==> config.mk <==
export PLATFORM = sky130hd
export DESIGN_NAME = seg_xlate_unit
export DESIGN_NICKNAME = d
export VERILOG_FILES = /design/src/rtl/seg_xlate_pkg.sv /design/src/rtl/seg_bank.sv /design/src/rtl/seg_real_xlate.sv /design/src/rtl/seg_prot_check.sv /design/src/rtl/seg_xlate_unit.sv
export SDC_FILE = /design/constraint.sdc
export NUM_CORES = 1
export LEC_CHECK = 0
export BUFFER_PORTS_ARGS = -buffer_cell sky130_fd_sc_hd__buf_2
export CORE_MARGIN = 2
export CORE_UTILIZATION = 55
export DETAILED_ROUTE_END_ITERATION = 16
export PLACE_DENSITY = 0.74
export SLEW_MARGIN = 20
export SYNTH_ARGS = -nofsm -noshare
export SYNTH_HDL_FRONTEND = slang
export SYNTH_SLANG_ARGS = --single-unit
export TNS_END_PERCENT = 30
==> constraint.sdc <==
create_clock -name clk -period 14.1 [get_ports clk]
set_clock_uncertainty 0.15 [all_clocks]
set_input_delay 4.23 -clock clk [delete_from_list [all_inputs] [get_ports clk]]
set_output_delay 4.23 -clock clk [all_outputs]
set_load 0.02 [all_outputs]
==> src/rtl/seg_xlate_pkg.sv <==
package seg_xlate_pkg;

   localparam int unsigned SEG_COUNT = 6;

   typedef enum logic [2:0] {
      SEG_CODE  = 3'd0,
      SEG_DATA  = 3'd1,
      SEG_STACK = 3'd2,
      SEG_EXTRA = 3'd3,
      SEG_EXF   = 3'd4,
      SEG_EXG   = 3'd5
   } seg_id_e;

   typedef enum logic [1:0] {
      FLT_NONE   = 2'd0,
      FLT_LIMIT  = 2'd1,
      FLT_ACCESS = 2'd2
   } fault_e;

   typedef struct packed {
      logic present;
      logic rd_ok;
      logic wr_ok;
   } seg_perm_t;

endpackage

==> src/rtl/seg_bank.sv <==
module seg_bank
   import seg_xlate_pkg::*;
#(
   parameter int unsigned NSEG   = 6,
   parameter int unsigned SEL_W  = 16,
   parameter int unsigned BASE_W = 32,
   parameter int unsigned LIM_W  = 20,
   parameter int unsigned IDX_W  = 3
) (
   input  logic              clk,
   input  logic              rst_n,
   input  logic              dwr_en,
   input  logic [IDX_W-1:0]  dwr_idx,
   input  logic [SEL_W-1:0]  dwr_val,
   input  logic              cs_ld_en,
   input  logic [SEL_W-1:0]  cs_ld_val,
   input  logic              fill_en,
   input  logic [IDX_W-1:0]  fill_idx,
   input  logic [BASE_W-1:0] fill_base,
   input  logic [LIM_W-1:0]  fill_lim,
   input  seg_perm_t         fill_perm,
   input  logic [IDX_W-1:0]  rd_idx,
   output logic [SEL_W-1:0]  rd_sel,
   output logic [BASE_W-1:0] rd_base,
   output logic [LIM_W-1:0]  rd_lim,
   output seg_perm_t         rd_perm,
   output logic [SEL_W-1:0]  code_sel,
   output logic              dwr_reject
);

   localparam int unsigned PERM_W = $bits(seg_perm_t);

   logic [NSEG*SEL_W-1:0]  sel_flat;
   logic [NSEG*BASE_W-1:0] base_flat;
   logic [NSEG*LIM_W-1:0]  lim_flat;
   logic [NSEG*PERM_W-1:0] perm_flat;

   if ((1 << IDX_W) < NSEG) begin : g_bad_idx
      $error("seg_bank: IDX_W too narrow for NSEG");
   end

   for (genvar g = 0; g < NSEG; g++) begin : g_seg
      logic [SEL_W-1:0]  sel_q;
      logic [BASE_W-1:0] base_q;
      logic [LIM_W-1:0]  lim_q;
      seg_perm_t         perm_q;
      logic              sel_load;
      logic [SEL_W-1:0]  sel_next;

      if (g == 0) begin : g_code
         assign sel_load = cs_ld_en;
         assign sel_next = cs_ld_val;
      end else begin : g_data
         assign sel_load = dwr_en && (dwr_idx == IDX_W'(g));
         assign sel_next = dwr_val;
      end

      always_ff @(posedge clk) begin
         if (!rst_n) begin
            sel_q  <= '0;
            base_q <= '0;
            lim_q  <= '0;
            perm_q <= '0;
         end else begin
            if (sel_load) sel_q <= sel_next;
            if (fill_en && (fill_idx == IDX_W'(g))) begin
               base_q <= fill_base;
               lim_q  <= fill_lim;
               perm_q <= fill_perm;
            end
         end
      end

      assign sel_flat[g*SEL_W +: SEL_W]    = sel_q;
      assign base_flat[g*BASE_W +: BASE_W] = base_q;
      assign lim_flat[g*LIM_W +: LIM_W]    = lim_q;
      assign perm_flat[g*PERM_W +: PERM_W] = perm_q;
   end

   always_comb begin
      rd_sel  = '0;
      rd_base = '0;
      rd_lim  = '0;
      rd_perm = '0;
      for (int i = 0; i < NSEG; i++) begin
         if (rd_idx == IDX_W'(i)) begin
            rd_sel  = sel_flat[i*SEL_W +: SEL_W];
            rd_base = base_flat[i*BASE_W +: BASE_W];
            rd_lim  = lim_flat[i*LIM_W +: LIM_W];
            rd_perm = perm_flat[i*PERM_W +: PERM_W];
         end
      end
   end

   assign code_sel   = sel_flat[SEL_W-1:0];
   assign dwr_reject = dwr_en && ((dwr_idx == '0) || (dwr_idx >= IDX_W'(NSEG)));

endmodule

==> src/rtl/seg_real_xlate.sv <==
module seg_real_xlate #(
   parameter int unsigned SEL_W   = 16,
   parameter int unsigned ROFS_W  = 16,
   parameter int unsigned REAL_AW = 20,
   parameter int unsigned OUT_W   = 32
) (
   input  logic [SEL_W-1:0]  sel,
   input  logic [ROFS_W-1:0] ofs,
   output logic [OUT_W-1:0]  addr
);

   localparam int unsigned SHIFT = REAL_AW - SEL_W;

   if (REAL_AW <= SEL_W || ROFS_W >= REAL_AW || OUT_W < REAL_AW) begin : g_bad_cfg
      $error("seg_real_xlate: inconsistent widths");
   end

   logic [REAL_AW-1:0] sum;

   assign sum  = {sel, {SHIFT{1'b0}}} + {{(REAL_AW-ROFS_W){1'b0}}, ofs};

   if (OUT_W > REAL_AW) begin : g_ext
      assign addr = {{(OUT_W-REAL_AW){1'b0}}, sum};
   end else begin : g_same
      assign addr = sum;
   end

endmodule

==> src/rtl/seg_prot_check.sv <==
module seg_prot_check
   import seg_xlate_pkg::*;
#(
   parameter int unsigned OFS_W      = 32,
   parameter int unsigned BASE_W     = 32,
   parameter int unsigned LIM_W      = 20,
   parameter bit          PERM_CHECK = 1'b1
) (
   input  logic [OFS_W-1:0]  ofs,
   input  logic              is_write,
   input  logic [BASE_W-1:0] base,
   input  logic [LIM_W-1:0]  lim,
   input  seg_perm_t         perm,
   output logic [BASE_W-1:0] addr,
   output fault_e            fault
);

   if (OFS_W < LIM_W || OFS_W > BASE_W) begin : g_bad_cfg
      $error("seg_prot_check: need LIM_W <= OFS_W <= BASE_W");
   end

   logic beyond;
   logic denied;

   if (OFS_W > LIM_W) begin : g_wide_ofs
      assign beyond = (|ofs[OFS_W-1:LIM_W]) || (ofs[LIM_W-1:0] > lim);
   end else begin : g_equal_ofs
      assign beyond = ofs > lim;
   end

   if (PERM_CHECK) begin : g_perm
      assign denied = !perm.present || (is_write ? !perm.wr_ok : !perm.rd_ok);
   end else begin : g_present_only
      assign denied = !perm.present;
   end

   always_comb begin
      if (denied)      fault = FLT_ACCESS;
      else if (beyond) fault = FLT_LIMIT;
      else             fault = FLT_NONE;
   end

   assign addr = base + BASE_W'(ofs);

endmodule

==> src/rtl/seg_xlate_unit.sv <==
module seg_xlate_unit
   import seg_xlate_pkg::*;
#(
   parameter int unsigned SEL_W      = 16,
   parameter int unsigned OFS_W      = 32,
   parameter int unsigned BASE_W     = 32,
   parameter int unsigned LIM_W      = 20,
   parameter int unsigned REAL_AW    = 20,
   parameter bit          PERM_CHECK = 1'b1
) (
   input  logic              clk,
   input  logic              rst_n,
   input  logic              mode_wr,
   input  logic              mode_prot,
   input  logic              seg_wr_en,
   input  logic [2:0]        seg_wr_idx,
   input  logic [SEL_W-1:0]  seg_wr_val,
   input  logic              cs_ld_en,
   input  logic [SEL_W-1:0]  cs_ld_val,
   input  logic              fill_en,
   input  logic [2:0]        fill_idx,
   input  logic [BASE_W-1:0] fill_base,
   input  logic [LIM_W-1:0]  fill_limit,
   input  logic              fill_present,
   input  logic              fill_read,
   input  logic              fill_write,
   input  logic              req_valid,
   input  logic [2:0]        req_seg,
   input  logic [OFS_W-1:0]  req_ofs,
   input  logic              req_write,
   output logic              rsp_valid,
   output logic [BASE_W-1:0] rsp_addr,
   output logic [1:0]        rsp_fault,
   output logic              wr_reject
);

   localparam int unsigned NSEG   = SEG_COUNT;
   localparam int unsigned IDX_W  = 3;
   localparam int unsigned ROFS_W = SEL_W;

   if (OFS_W < ROFS_W) begin : g_bad_ofs
      $error("seg_xlate_unit: OFS_W must cover the real-mode offset");
   end

   logic              mode_q;
   logic [SEL_W-1:0]  cur_sel;
   logic [BASE_W-1:0] cur_base;
   logic [LIM_W-1:0]  cur_lim;
   seg_perm_t         cur_perm;
   logic [SEL_W-1:0]  cs_sel;
   logic              rej_now;
   logic [BASE_W-1:0] real_addr;
   logic [BASE_W-1:0] prot_addr;
   fault_e            prot_fault;
   seg_perm_t         fill_perm;

   assign fill_perm = '{present: fill_present, rd_ok: fill_read, wr_ok: fill_write};

   seg_bank #(
      .NSEG(NSEG), .SEL_W(SEL_W), .BASE_W(BASE_W), .LIM_W(LIM_W), .IDX_W(IDX_W)
   ) u_bank (
      .clk(clk), .rst_n(rst_n),
      .dwr_en(seg_wr_en), .dwr_idx(seg_wr_idx), .dwr_val(seg_wr_val),
      .cs_ld_en(cs_ld_en), .cs_ld_val(cs_ld_val),
      .fill_en(fill_en), .fill_idx(fill_idx), .fill_base(fill_base),
      .fill_lim(fill_limit), .fill_perm(fill_perm),
      .rd_idx(req_seg), .rd_sel(cur_sel), .rd_base(cur_base),
      .rd_lim(cur_lim), .rd_perm(cur_perm),
      .code_sel(cs_sel), .dwr_reject(rej_now)
   );

   seg_real_xlate #(
      .SEL_W(SEL_W), .ROFS_W(ROFS_W), .REAL_AW(REAL_AW), .OUT_W(BASE_W)
   ) u_real (
      .sel(cur_sel), .ofs(req_ofs[ROFS_W-1:0]), .addr(real_addr)
   );

   seg_prot_check #(
      .OFS_W(OFS_W), .BASE_W(BASE_W), .LIM_W(LIM_W), .PERM_CHECK(PERM_CHECK)
   ) u_prot (
      .ofs(req_ofs), .is_write(req_write), .base(cur_base), .lim(cur_lim),
      .perm(cur_perm), .addr(prot_addr), .fault(prot_fault)
   );

   always_ff @(posedge clk) begin
      if (!rst_n) begin
         mode_q    <= 1'b0;
         rsp_valid <= 1'b0;
         rsp_addr  <= '0;
         rsp_fault <= FLT_NONE;
         wr_reject <= 1'b0;
      end else begin
         if (mode_wr) mode_q <= mode_prot;
         wr_reject <= rej_now;
         rsp_valid <= req_valid;
         if (req_valid) begin
            if (!mode_q) begin
               rsp_addr  <= real_addr;
               rsp_fault <= FLT_NONE;
            end else begin
               rsp_addr  <= (prot_fault == FLT_NONE) ? prot_addr : '0;
               rsp_fault <= prot_fault;
            end
         end
      end
   end

endmodule

==> flow_summary.json, run 1 <==
{
  "fp.dieW_um": 203.1,
  "drc": 0,
  "root_buffer": "clkbuf_16",
  "clkSlewWorstSetupHoldPaths_ns": 0.06,
  "ios": 173,
  "ys_top_cells_by_area": "dfxtp_1, nand2_1, a21oi_1, mux2i_1, ha_1",
  "start_kind": "primary input",
  "slowest_stage": "and2_1",
  "cp_max_fo": 42,
  "area_growth_pct": 12.12,
  "worstSetupPathType": "primary input to flip-flop",
  "yosysWarnings": 0,
  "tns_ns": 0,
  "power.density_nw_per_um2": 120.6,
  "status": "completed",
  "initial_core_util_pct": 56.00,
  "rsz0062_at_grt": "false",
  "worst_ir_drop_vdd_uv": 101.8,
  "rows": 72,
  "syn_avg_cell_area_um2": 7.927,
  "fmax_mhz": 108.8,
  "num_vias": 20460,
  "first_pass_iters": 7,
  "path_cells": "buf_4, buf_4, nor2b_1, and2_1, buf_4, nand2_1, o221ai_1, ha_1, inv_1, fa_1, nor2b_1, o31ai_1, a211oi_2, a31oi_1, o211a_1, o21ai_0, a31oi_1, xor2_1, o21ai_0",
  "cts.path.max_buffers": 3,
  "dp_hpwl_um": 43760,
  "wl_um": 69660,
  "hold_buffers": 0,
  "synthFlopType": "dfxtp_1",
  "crit_family": "compound AO/OA/AOI/OAI gates",
  "cpMostUsedCell": "buf_4",
  "worstPathArrival_ns": 9.55,
  "rr_worst_depth": 16,
  "ys_seq_area_share_pct": 42.53,
  "cp-end-kind": "flip-flop",
  "drive_gt1_share_pct": 13.13,
  "hold_class": "flip-flop to flip-flop",
  "htreeDepth": 2,
  "crit_buf_inv": 4,
  "syn-cell-area_um2": 21790,
  "cts_tree": "built",
  "die_h_um": 203.1,
  "avgRoutedWirePerCell_um": 20.78,
  "syn-instance-count": 2749,
  "vias_per_cell": 6.103,
  "post-cts-setup-buffers": 0,
  "yosysTopAreaCell": "dfxtp_1",
  "ys_ff_latch": 463,
  "synth_most_common_cell": "nand2_1",
  "gp_congestion": 0.9863,
  "slew-limit-headroom_pct": 26.45,
  "grt_pass1_wl_um": 107100,
  "layout_min_cycle_time_ns": 9.189,
  "grt_usage_pct": 33.04,
  "fin_ws_ns": 4.911,
  "coreArea_um2": 38920,
  "n_antenna_cell": 0,
  "synth_edf_count": 0,
  "ys_top_cells_by_count": "nand2_1, a21oi_1, dfxtp_1, clkbuf_1, mux2i_1",
  "antenna_found_initial": 2,
  "period_share_pct": 65.17,
  "finalSetupViolations": 0,
  "syn_nets": 2951,
  "clkLatencyLatePin_ns": 0.60,
  "worst_pin_slew_ns": 1.103,
  "fin_util_pct": 62.78,
  "num-nets-final": 3001,
  "grt_overflow": 0,
  "grt_pass1_vias": 19010,
  "synth_top_area_share_pct": 42.53,
  "min_path_cells": 2,
  "hold_violations": 0,
  "grt_max_degree": 138,
  "critPathMaxStageDelay_ns": 0.75,
  "leakagePower_nw": 9.141,
  "post_cts_resized": 0,
  "port_buffers": 172,
  "crit_required_ns": 14.46,
  "cts_sinks": 463,
  "drt_iter0_drc": 2173,
  "preCtsSetupSlack_ns": 4.498,
  "die-area_um2": 41230,
  "finalMaxSlewViolations": 0,
  "ant_nets": 0,
  "cp.depth": 19,
  "numCtsBuffers": 48,
  "async_flop_share_pct": 0,
  "synth.distinct_cells": 68,
  "max_cap_viol_count": 0
}
## report_power, final
group	switching [mW]	internal [mW]
Combinational	0.194	0.0921
Clock	0.532	0.771
Sequential	0.0176	1.34
Total	0.743	2.20
## metrics by stage
step,cells,instance area [um^2],power (mW),hold WS (ns)
after floorplan,2749,21790,1.554,0.2821
after CTS,3352,24430,2.947,0.3014
after global routing,3352,24430,3.032,0.3162
after detailed placement,3267,22790,1.665,0.2931
final,3352,24430,2.946,0.3008
after global placement,3267,22790,1.659,0.2876
## path summary, 6_finish.rpt
kind,end,startpoint,slack [ns]
min,u_bank.g_seg[5].lim_q[4],u_bank.g_seg[5].lim_q[4],0.30
max reg2reg,rsp_addr[31],u_bank.g_seg[1].base_q[8],10.03
min reg2reg,u_bank.g_seg[5].lim_q[4],u_bank.g_seg[5].lim_q[4],0.30
max,rsp_addr[30],req_seg[1],4.91
## state kept, by name, summed over array words and instances, names as in the netlist
signal / flops
rsp_valid: 1
u_bank.g_seg.sel_q: 80
u_bank.g_seg.lim_q: 120
rsp_addr: 32
rsp_fault: 2
u_bank.g_seg.base_q: 192
u_bank.code_sel: 16
wr_reject: 1
u_bank.g_seg.perm_q: 18
mode_q: 1
## logic make-up (layout without fill, tap and decap cells)
family | count (synthesis) | after routing | share of synthesized area (%)
and+or+nand+nor | 1092 | 1092 | 20.22
AOI/OAI and AO/OA | 724 | 724 | 19.77
DFF | 463 | 463 | 42.53
buffers and inverters | 213 | 298 | 3.818
muxes | 155 | 155 | 8.377
adders and majority gates | 65 | 65 | 3.801
xor gates and xnor gates | 37 | 37 | 1.487
## cells in the final DEF, fill, tap and decap left out, types with 7 or more instances in the layout
cell | synthesis | routed
a21o_1 | 27 | 27
a21oi_1 | 479 | 479
a222oi_1 | 15 | 15
a22o_1 | 11 | 11
a22oi_1 | 39 | 39
a31oi_1 | 10 | 10
and2_1 | 11 | 9
and3_1 | 11 | 8
buf_2 | 17 | 170
buf_4 | 3 | 25
clkbuf_16 | 0 | 50
clkbuf_8 | 0 | 17
clkinv_2 | 0 | 7
dfxtp_1 | 463 | 463
ha_1 | 63 | 63
inv_1 | 13 | 13
mux2_2 | 49 | 49
mux2i_1 | 89 | 89
mux4_2 | 17 | 17
nand2_1 | 897 | 895
nand3_1 | 24 | 21
nand4_1 | 9 | 9
nor2_1 | 79 | 76
nor2b_1 | 16 | 16
nor3_1 | 13 | 13
o211ai_1 | 7 | 7
o21a_1 | 9 | 9
o21ai_0 | 31 | 31
o21bai_1 | 7 | 7
o221ai_1 | 41 | 41
xnor2_1 | 23 | 23
xor2_1 | 14 | 14
## cell type report
cell class,instances,area (um^2)
Clock buffer,72,1504
Fill cell,3420,14480
Multi-Input combinational cell,2073,11750
Clock inverter,13,135.1
Sequential cell,463,9269
Timing Repair Buffer,197,1061
Inverter,16,67.56
Tap cell,518,648.1
## routing by layer
| layer | GRT usage, % | up-vias | part of all wire, % |
|---|---|---|---|
| met1 | 45.56 | 9761 | 43 |
| met2 | 52.58 | 985 | 45 |
| met4 | 11.63 | 4 | 2.8 |
| met3 | 5.329 | 144 | 9.0 |
| li1 | - | 9562 | - |
| met5 | 0 | - | 0.042 |
## worst register-to-register path, delay by kind of cell (launching register included)
family          cells  cell delay (ns)
flops               1             0.33
fa+ha+maj           1             0.33
mux                 1             0.08
simple gates        4             0.90
compound gates     10             2.15
(Power assumes the default switching activity.)
==> run 2: changes to the inputs <==
Clock period 14.1 ns to 8.96 ns, I/O delays scaled along.
==> run 2 against run 1 <==
Net effect: global-route usage about the same; clock power increased by 53%; design area increased by 0.13%; total power increased by 55%; cell count increased by 0.33%; highest routed layer is now met4; worst hold slack improved by 0.0010 ns.
==> flow_summary.json, run 2 (synthesis results as in run 1) <==
{
  "mostFrequentLayoutCells": "nand2_1, a21oi_1, dfxtp_1, buf_2, mux2i_1",
  "cts.path.max_buffers": 3,
  "worst_ir_drop_vdd_uv": 140.8,
  "clkLatencyLatePin_ns": 0.60,
  "grt_max_degree": 255,
  "worst_pin_slew_ns": 1.135,
  "wl_um": 69460,
  "drive_gt1_share_pct": 12.97,
  "initial_core_util_pct": 56.00,
  "num_vias": 20390,
  "grt_overflow": 0,
  "preCtsSetupSlack_ns": 1.481,
  "largest_register": "u_bank.g_seg.base_q",
  "ios": 173,
  "rows": 72,
  "ant_nets": 0,
  "post-cts-setup-buffers": 0,
  "antenna_found_initial": 1,
  "leakagePower_nw": 9.154,
  "tns_ns": 0,
  "vias_per_cell": 6.063,
  "gp_congestion": 0.9229,
  "cp-end-kind": "flip-flop",
  "num-nets-final": 3010,
  "worstSetupPathType": "primary input to flip-flop",
  "fp.dieW_um": 203.1,
  "die_h_um": 203.1,
  "status": "completed",
  "reg.largest.list": "u_bank.g_seg.base_q: 192 flops, u_bank.g_seg.lim_q: 120 flops, u_bank.g_seg.sel_q: 80 flops",
  "period_share_pct": 77.37,
  "dp_cells": 3274,
  "layout_commonest_cell": "nand2_1",
  "drt_iter0_drc": 2119,
  "cts_tree": "built",
  "fill_cells": 3441,
  "post_cts_resized": 0,
  "start_kind": "primary input",
  "fin_area_um2": 24470,
  "worstPathArrival_ns": 7.26,
  "hold_violations": 0,
  "largest_register_ffs": 192,
  "clkSlewWorstSetupHoldPaths_ns": 0.06,
  "slew-limit-headroom_pct": 24.34,
  "layout_min_cycle_time_ns": 6.932,
  "power.density_nw_per_um2": 187.2,
  "placed_cell_area_um2": 22860,
  "hold_class": "flip-flop to flip-flop",
  "grt_pass1_vias": 19280,
  "coreArea_um2": 38920,
  "avgRoutedWirePerCell_um": 20.65,
  "finalMaxSlewViolations": 0,
  "instances_no_fill": 3363,
  "cp_max_fo": 21,
  "hold_buffers": 0,
  "port_buffers": 172,
  "fmax_mhz": 144.3,
  "htreeDepth": 2,
  "rsz0062_at_grt": "false",
  "fin_util_pct": 62.87,
  "fin_ws_ns": 2.028,
  "root_buffer": "clkbuf_16",
  "crit_required_ns": 9.29,
  "cts_sinks": 463,
  "dp_hpwl_um": 44360,
  "numCtsBuffers": 48,
  "max_cap_viol_count": 0,
  "grt_pass1_wl_um": 107400,
  "area_growth_pct": 12.27,
  "drc": 0,
  "die-area_um2": 41230,
  "first_pass_iters": 7,
  "finalSetupViolations": 0,
  "grt_usage_pct": 33.02
}
## run 2: layer usage
metal	global-route usage [%]	vias up	routed length, um
met5	0	-	0
met4	11.16	0	1872
met3	6.019	131	6836
met2	53.55	972	31700
met1	44.39	9689	29050
li1	-	9599	-
## run 2: worst paths after layout
path	depth (start not counted)	slack, ns	to	from
hold / removal	2	0.30	u_bank.g_seg[4].lim_q[6]	u_bank.g_seg[4].lim_q[6]
setup / recovery	13	2.03	rsp_addr[31]	req_seg[1]
setup reg to reg	16	4.91	rsp_addr[31]	u_bank.g_seg[0].base_q[8]
hold reg to reg	2	0.30	u_bank.g_seg[4].lim_q[6]	u_bank.g_seg[4].lim_q[6]
## run 2: critical path, cell delays in order
cell	delay, ns
buf_4	0.30
nor2b_1	0.29
and2_1	0.93
a222oi_1	0.38
ha_1	0.39
nand4_1	0.15
nor4_1	0.38
o21ai_0	0.16
a31oi_1	0.66
nor4_4	0.11
and2_1	0.30
and4b_1	0.24
a311o_1	0.26
## run 2: power breakdown
part,internal [mW],switching [mW]
Sequential,2.11,0.0266
Combinational,0.150,0.308
Clock,1.14,0.844
Total,3.40,1.18
## run 2: per-stage QoR
step                power [mW]  hold slack, ns
finish                   4.580          0.3018
global route             4.723          0.3195
CTS                      4.582          0.3019
detailed placement       2.623          0.2931
global placement         2.614          0.2876
floorplan                2.445          0.2821
## run 2: area by class of cell
type	count	area (um^2)	share of cell area [%]
Antenna cell	1	2.502	0.01023
Clock buffer	75	1414	5.779
Clock inverter	11	130.1	0.5319
Inverter	16	67.56	0.2762
Multi-Input combinational cell	2073	11750	48.01
Sequential cell	463	9269	37.88
Tap cell	518	648.1	2.649
Timing Repair Buffer	206	1190	4.863
==> run 3: changes to the inputs <==
Settings changed: PLACE_DENSITY 0.74 to 0.77.
Clock period 8.96 ns to 5.8 ns, I/O delays scaled along.
==> run 3 against run 2 <==
Net effect: clock power is 63% higher; critical path depth is 2 higher; critical path type unchanged; clock-buffer cell count is 1 higher; largest cell class unchanged; largest power group unchanged; non-clock buffer count is 46 higher; worst hold slack better by 0.00063 ns; cell count is 1.5% higher; worst setup slack worse by 1.3 ns.
==> flow_summary.json, run 3 (synthesis results as in run 1) <==
{
  "status": "completed",
  "crit_required_ns": 6.16,
  "rr_worst_depth": 16,
  "hold_class": "flip-flop to flip-flop",
  "finalSetupViolations": 0,
  "pwr-share-seq_pct": 45.4,
  "mostFrequentLayoutCells": "nand2_1, a21oi_1, dfxtp_1, buf_2, mux2i_1",
  "cts_tree": "built",
  "p_int_mw": 5.434,
  "critPathMaxStageDelay_ns": 0.42,
  "min_path_cells": 2,
  "power.density_nw_per_um2": 290.6,
  "fmax_mhz": 196.5,
  "clkSlewWorstSetupHoldPaths_ns": 0.06,
  "rows": 72,
  "p_switching_mw": 1.836,
  "drive_gt1_share_pct": 14.88,
  "post-cts-setup-buffers": 0,
  "tns_ns": 0,
  "numCtsBuffers": 49,
  "worst_ir_drop_vdd_uv": 272.5,
  "largest_register": "u_bank.g_seg.base_q",
  "rsz0062_at_grt": "false",
  "grt_pass1_vias": 19600,
  "rr_startpoint": "u_bank.g_seg[1].base_q[8]",
  "layout_min_cycle_time_ns": 5.088,
  "combPwrFrac_pct": 10.0,
  "largest_register_ffs": 192,
  "start_kind": "primary input",
  "first_pass_iters": 8,
  "grt_overflow": 0,
  "period_share_pct": 87.73,
  "finalMaxSlewViolations": 0,
  "coreArea_um2": 38920,
  "worst_pin_slew_ns": 1.032,
  "r2r-end": "rsp_addr[31]",
  "antenna_found_initial": 2,
  "fin_util_pct": 64.28,
  "port_buffers": 172,
  "wl_um": 69730,
  "gp_congestion": 0.9860,
  "n_antenna_cell": 0,
  "post_cts_resized": 0,
  "num-nets-final": 3057,
  "hold_buffers": 0,
  "grt_pass1_wl_um": 109000,
  "ios": 173,
  "cp-end-kind": "flip-flop",
  "path_cells": "buf_4, buf_4, nand2b_2, buf_4, o221ai_1, ha_1, a21o_1, a21o_1, a211oi_1, o211ai_1, a31oi_1, nand2b_1, a21oi_1, or3_1, a31oi_1",
  "layout_commonest_cell": "nand2_1",
  "cpMostUsedCell": "buf_4",
  "worstSetupPathType": "primary input to flip-flop",
  "cts_sinks": 463,
  "hp-start": "u_bank.g_seg[1].lim_q[6]",
  "num_vias": 20780,
  "ant_nets": 0,
  "max_cap_viol_count": 0,
  "hold_violations": 0,
  "worstPathArrival_ns": 5.45,
  "avgRoutedWirePerCell_um": 20.42,
  "cp_max_fo": 23,
  "drc": 0,
  "grt_max_degree": 165,
  "initial_core_util_pct": 56.00,
  "dp_hpwl_um": 46820,
  "r2r_slack_ns": 1.93,
  "clkPwrFrac_pct": 44.6,
  "grt_usage_pct": 33.38,
  "slew-limit-headroom_pct": 31.20,
  "htreeDepth": 2,
  "clkLatencyLatePin_ns": 0.60,
  "cts.path.max_buffers": 3,
  "leakagePower_nw": 9.486,
  "root_buffer": "clkbuf_16",
  "reg.largest.list": "u_bank.g_seg.base_q: 192 flops, u_bank.g_seg.lim_q: 120 flops, u_bank.g_seg.sel_q: 80 flops",
  "vias_per_cell": 6.085,
  "die_h_um": 203.1,
  "slowest_stage": "a211oi_1",
  "power_mw": 7.270,
  "swShare_pct": 25.25,
  "fp.dieW_um": 203.1,
  "area_growth_pct": 14.79,
  "die-area_um2": 41230,
  "min_to": "u_bank.g_seg[1].lim_q[6]",
  "drt_iter0_drc": 2241
}
run 3: power by group through the flow:
stage               sequential [mW]  combinational [mW]  clock, mW
finish                         3.30               0.726       3.24
global route                   3.31               0.781       3.41
CTS                            3.30               0.713       3.26
detailed placement             3.37               0.709          0
global placement               3.36               0.695          0
floorplan                      3.37               0.410          0
run 3: routing by layer:
metal | track usage [%] | vias to the layer above | share of wire, %
met1 | 45.65 | 9894 | 42
met2 | 52.29 | 1029 | 45
li1 | - | 9695 | -
met3 | 7.111 | 153 | 10
met5 | 0 | - | 0.034
met4 | 11.65 | 4 | 2.7
run 3: cell type report:
class / count / area [um^2]
clock buffer: 76 / 1550
tap: 518 / 648.1
inverter: 16 / 67.56
clock inverter: 16 / 143.9
fill: 3279 / 13900
multi-input combinational: 2073 / 11750
timing repair buffer: 252 / 1583
sequential: 463 / 9269
run 3: per-stage QoR:
| step | setup slack (ns) | instances | cell area [um^2] | hold WS [ns] |
|---|---|---|---|---|
| floorplan | 0.09035 | 2749 | 21790 | 0.2821 |
| global placement | 0.2302 | 3322 | 23320 | 0.2875 |
| detailed placement | 0.1803 | 3322 | 23320 | 0.2939 |
| CTS | 0.7876 | 3414 | 25020 | 0.3040 |
| global route | 0.4653 | 3414 | 25020 | 0.3182 |
| finish | 0.7118 | 3414 | 25020 | 0.3024 |
run 3: worst max-delay path: cells and delay by family:
kind / cells / cell delay, ns
buffers and inverters: 3 / 0.77
adders and majority gates: 1 / 0.36
AOI/OAI and AO/OA: 8 / 1.72
and+or+nand+nor: 3 / 0.82
run 3: worst max path at each step:
stage	to	startpoint	cells past startpoint	slack, ns
4_1_cts	rsp_addr[31]	req_seg[1]	18	0.79
2_1_floorplan	rsp_addr[31]	req_seg[0]	17	0.09
3_5_place_dp	rsp_addr[31]	req_seg[1]	18	0.18
6_report	rsp_addr[17]	req_seg[1]	15	0.71
3_3_place_gp	rsp_addr[18]	req_seg[0]	16	0.23
5_1_grt	rsp_addr[31]	req_seg[1]	18	0.47
